--- config.mk ---
export PLATFORM = sky130hd
export DESIGN_NAME = spi_sel_wait_ctl
export DESIGN_NICKNAME = d
export VERILOG_FILES = /design/src/rtl/spi_sel_wait_ctl.sv
export SDC_FILE = /design/constraint.sdc
export NUM_CORES = 1
export LEC_CHECK = 0
export BUFFER_PORTS_ARGS = -buffer_cell sky130_fd_sc_hd__buf_4
export CAP_MARGIN = 20
export CORE_AREA = 5 5 42 44
export CTS_BUF_LIST = sky130_fd_sc_hd__clkbuf_4 sky130_fd_sc_hd__clkbuf_8
export DETAILED_ROUTE_END_ITERATION = 8
export DIE_AREA = 0 0 47 49
export SLEW_MARGIN = 20
export SYNTH_ARGS = -nofsm -noshare
export SYNTH_HDL_FRONTEND = slang
export SYNTH_SLANG_ARGS = --single-unit
export TNS_END_PERCENT = 30
--- constraint.sdc ---
create_clock -name clk -period 2.1 [get_ports clk]
set_input_delay 0.105 -clock clk [delete_from_list [all_inputs] [get_ports clk]]
set_output_delay 0.105 -clock clk [all_outputs]
set_load 0.03 [all_outputs]
--- src/rtl/spi_sel_wait_ctl.sv ---
module spi_sel_wait_ctl #(
  parameter int SYNC_STAGES = 2
) (
  input  logic clk,
  input  logic rst_n,
  input  logic is_master,
  input  logic sel_fn_en,
  input  logic rdy_fn_en,
  input  logic rdy_hiz_mode,
  input  logic wr_plain,
  input  logic wr_sel,
  input  logic xfer_done,
  input  logic rx_read,
  input  logic bit_req,
  output logic bit_grant,
  output logic shift_en,
  output logic so_oe,
  output logic rx_evt,
  input  logic sel_in,
  output logic sel_out,
  output logic sel_oe,
  input  logic rdy_in,
  output logic rdy_out,
  output logic rdy_oe
);
  localparam int LAST = SYNC_STAGES - 1;

  logic [LAST:0] rdy_sync;
  logic          sel_active;
  logic          hz_drive;
  logic          pp_high;

  wire selected = !sel_fn_en || !sel_in;
  wire slave    = !is_master;
  wire wr_any   = wr_plain || wr_sel;

  always_ff @(posedge clk or negedge rst_n)
    if (!rst_n)                      sel_active <= 1'b0;
    else if (is_master && wr_sel)    sel_active <= 1'b1;
    else if (xfer_done || slave)     sel_active <= 1'b0;

  generate
    if (SYNC_STAGES == 1) begin : g_one
      always_ff @(posedge clk or negedge rst_n)
        if (!rst_n) rdy_sync <= '1;
        else        rdy_sync <= rdy_in;
    end else begin : g_many
      always_ff @(posedge clk or negedge rst_n)
        if (!rst_n) rdy_sync <= '1;
        else        rdy_sync <= {rdy_sync[LAST-1:0], rdy_in};
    end
  endgenerate

  always_ff @(posedge clk or negedge rst_n)
    if (!rst_n)                    hz_drive <= 1'b0;
    else if (is_master || !selected) hz_drive <= 1'b0;
    else if (wr_any)               hz_drive <= 1'b1;
    else if (xfer_done)            hz_drive <= 1'b0;

  always_ff @(posedge clk or negedge rst_n)
    if (!rst_n)                    pp_high <= 1'b0;
    else if (is_master || !selected) pp_high <= 1'b0;
    else if (wr_any)               pp_high <= 1'b0;
    else if (xfer_done)            pp_high <= 1'b1;
    else if (rx_read)              pp_high <= 1'b0;

  assign bit_grant = is_master && bit_req && (!rdy_fn_en || !rdy_sync[LAST]);
  assign shift_en  = is_master || selected;
  assign so_oe     = slave && selected;
  assign rx_evt    = xfer_done && shift_en;

  assign sel_out = !sel_active;
  assign sel_oe  = is_master && sel_fn_en;

  assign rdy_out = !rdy_hiz_mode && pp_high;
  assign rdy_oe  = slave && rdy_fn_en && (rdy_hiz_mode ? hz_drive : 1'b1);
endmodule

==> Word level (Yosys, flattened, before mapping) <==
Index checks and enable logic that the tools add are counted.
{ "word_totals": {"regBits": 5, "input_bits": 13, "out_inout_bits": 8, "elab_cells": 40} }
{ "op_classes": {"mux": 10, "n_reduce_logical": 26} }
{ "ops": {"columns": ["op", "count"], "rows": [
  ["2-to-1 mux 1 bit", 10],
  ["logical AND 1 bit", 9],
  ["logical NOT 1 bit", 8],
  ["logical OR 1 bit", 6],
  ["nonzero test 4 bit", 1],
  ["nonzero test 3 bit", 1],
  ["nonzero test 2 bit", 1]
]} }

==> Logic depth before layout (Yosys ltp) <==
{ "logic_depth": {"word_depth": 5, "depth_mapped": 2, "depth_no_buf": 2} }

==> Least setup slack after synthesis <==
Ideal clock, no wire load.
{ "synth_path": {"kind": "register to output", "startpoint": "reg hz_drive", "endpoint": "out rdy_oe", "t_arrival_ns": 1.095, "required_ns": 1.995, "setup_slack_ns": 0.900, "stages_incl_launch_ff": 3, "path_buffers": 0, "cell_sequence": "dfrtp_1 -> nor2b_1 -> nor3b_1"} }
{ "synth_between": {"elab_chain_cells": 2} }
{ "synth_lines": {"columns": ["element", "line_no", "source"], "rows": [
  ["from (decl)", "30", "logic hz_drive;"],
  ["from (signal assigned)", "55", "if (!rst_n) hz_drive <= 1'b0;"],
  ["from (signal assigned)", "56", "else if (is_master || !selected) hz_drive <= 1'b0;"],
  ["from (signal assigned)", "57", "else if (wr_any) hz_drive <= 1'b1;"],
  ["2-to-1 mux 1 bit", "76", "assign rdy_oe = slave && rdy_fn_en && (rdy_hiz_mode ? hz_drive : 1'b1);"],
  ["logical AND 1 bit", "76", null],
  ["to (decl)", "24", "output logic rdy_oe"]
]} }
Every way passes these cells.

==> Final worst setup path <==
Ends and elaborated chain as after synthesis.

==> impl_metrics.tcl <==
set metrics [dict create \
    placement_rows 14 \
    p_per_area_nw_per_um2 638 \
    syn_avg_cell_area_sq_um 10.8 \
    htree_levels 1 \
    final_core_util_pct 32.7 \
    p_leak_nw 0.233 \
    pin_count 21 \
    maxCapViolCount 0 \
    finalHoldViolations 0 \
    avgViaCountPerCell 3.88 \
    status "finished clean" \
    max_slew_margin_pct 89.4 \
    dpl_cell_area_sq_um 408 \
    peakVddDrop_mv 0.300 \
    multi_input_area_sq_um 106 \
    wl_per_cell_um 9.38 \
    clock_latency_ps 240 \
    r2r_start "pp_high$_DFFE_PN0P_" \
    synth_warnings 0 \
    finalMaxSlewViolations 0 \
    worst_slew_pin_slew_ps 158 \
    fillers 159 \
    finalSetupViolCount 0 \
    num_vias 248 \
    first_iter_violations 1 \
    cts.path.max_buffers 2 \
    hold_path_class "in -> reg" \
    drive_gt1_share_pct 58.3 \
    place_inst 58 \
    cts_tree "built" \
    synth_nets 35 \
    core_area_sq_um 1400 \
    post_cts_resized 0 \
    dieArea_sq_um 2300 \
    fmax_ghz 0.933 \
    crit_type "reg -> out" \
    tns_ps 0 \
    grt_max_degree 7 \
    arrival_ps 970 \
    die_x_um 47 \
    synth_seq_cells 5 \
    netlist_area_sq_um 238 \
    grt_pass1_wl_um 972 \
    num-nets-final 62 \
    cts_num_sinks 5 \
    diodes 0 \
    final_cell_area_sq_um 458 \
    first_global_vias 259 \
    end_kind "primary output" \
    syn_inst 22 \
    finalCritPeriodShare_pct 51.1 \
    layout_setup_ws_ps 1030 \
    routed_wl_um 600 \
    start_util_pct 17.0 \
    grt_use_total_pct 5.80 \
    fin_skew_ps 0.0145 \
    drc 0 \
    yosysUniqueCellTypes 16 \
    rsz0062_at_grt "no" \
    instances_no_fill 64 \
    seq_area_sq_um 128 \
    worst_hold_startpoint "wr_sel" \
    ctsRootBufferMaster "clkbuf_4" \
    gr-total-overflow 0 \
    startpoint_type "flip-flop" \
    routabilityCongestion 0.571 \
    ys_seq_area_share_pct 53.7 \
    grt_antenna_before_repair 0 \
    portBuffers 20 \
    timing.hold.ws_ps 98.4 \
    critPathMaxFanout 2 \
    dr.pass1.iters 2 \
    syn_to_final_growth_pct 92.6 \
    die_y_um 49 \
    startpoint "hz_drive$_DFFE_PN0P_" \
    worstPathRequired_ps 2000 \
    place_ws_ps 1260 \
    antenna_left 0 \
    min_period_ps 1070 \
    clk_pin_slew_ps 40 \
    cts_buffers 3 \
    power_mw 0.292 \
]
-- registers in the layout (all words and copies together) (netlist names) --
register	flops
pp_high	1
hz_drive	1
rdy_sync	2
sel_active	1
-- routing by layer --
metal	GRT usage [%]	wire length, um	vias up
met3	2.21	83	0
li1	-	-	125
met4	2.76	0	0
met2	10.4	321	11
met5	0	0	-
met1	5.33	196	112
-- final timing paths --
| kind | cells past startpoint | slack (ps) | endpoint |
|---|---|---|---|
| worst max-delay path | 3 | 1030 | rdy_oe |
| worst min-delay path | 2 | 100 | sel_active$_DFFE_PN0P_ |
| worst max register to register | 2 | 1300 | pp_high$_DFFE_PN0P_ |
| worst min register to register | 0 | 350 | rdy_sync[1]$_DFF_PN1_ |
| max in group asynchronous | 2 | 1710 | rdy_sync[0]$_DFF_PN1_ |
| min in group asynchronous | 2 | 200 | pp_high$_DFFE_PN0P_ |
-- kinds of logic (layout without fill, tap and decap cells) --
kind of cell / count (synthesis) / after routing / share of synthesized area (%)
compound gates: 5 / 5 / 16.3
buf+inv: 1 / 27 / 1.58
flops: 5 / 5 / 53.7
simple gates: 11 / 11 / 28.4
-- where the power goes --
part	total [mW]	switching [mW]	internal (mW)
logic	0.0654	0.0318	0.0336
clock network	0.122	0.0370	0.0846
registers	0.105	0.00174	0.103
total	0.292	0.0706	0.221
-- Yosys cell counts --
master / instances / area share (%)
a21boi_1: 1 / 3.2
a21oi_1: 1 / 2.1
a21oi_2: 1 / 3.7
and2_1: 1 / 2.6
and2_2: 1 / 3.2
dfrtp_1: 3 / 32
dfstp_2: 2 / 22
inv_1: 1 / 1.6
nand2_1: 1 / 1.6
nand2b_1: 1 / 2.6
nand3b_1: 1 / 3.2
nor2_1: 1 / 1.6
nor2b_1: 4 / 11
nor3b_1: 1 / 3.2
o211a_1: 1 / 4.2
o21a_1: 1 / 3.2
-- cell usage in the layout, fill, tap and decap left out --
cell and count:
nor2b_1 4, and2_2 1, clkbuf_4 4, nand2b_1 1, a21oi_1 1, inv_1 1, dfstp_2 2, buf_4 20
o211a_1 1, dlygate4sd3_1 2, dfrtp_1 3, a21oi_2 1, nor2_1 1, and2_1 1, nor3b_1 1, nand2_1 1
nand3b_1 1, o21a_1 1, a21boi_1 1
-- layout make-up --
type / count / share of cell area [%]
clock buffer: 4 / 6.56
inverter: 1 / 0.820
multi-input combinational: 16 / 23.2
sequential: 5 / 27.9
tap: 16 / 4.37
timing repair buffer: 22 / 37.2
-- critical path, stage by stage, from the launching register on --
cell,delay [ps]
dfrtp_1,330
nor2b_1,40
nor3b_1,170
buf_4,190
-- what timing repair did --
| item | CTS | global route |
|---|---|---|
| setup endpoints to repair | 0 | 0 |
| endpoints found under the hold margin | 6 | 0 |
| setup buffers | 0 | 0 |
| hold buffers | 2 | 0 |
No activity file was read; power rests on OpenSTA's default activity.
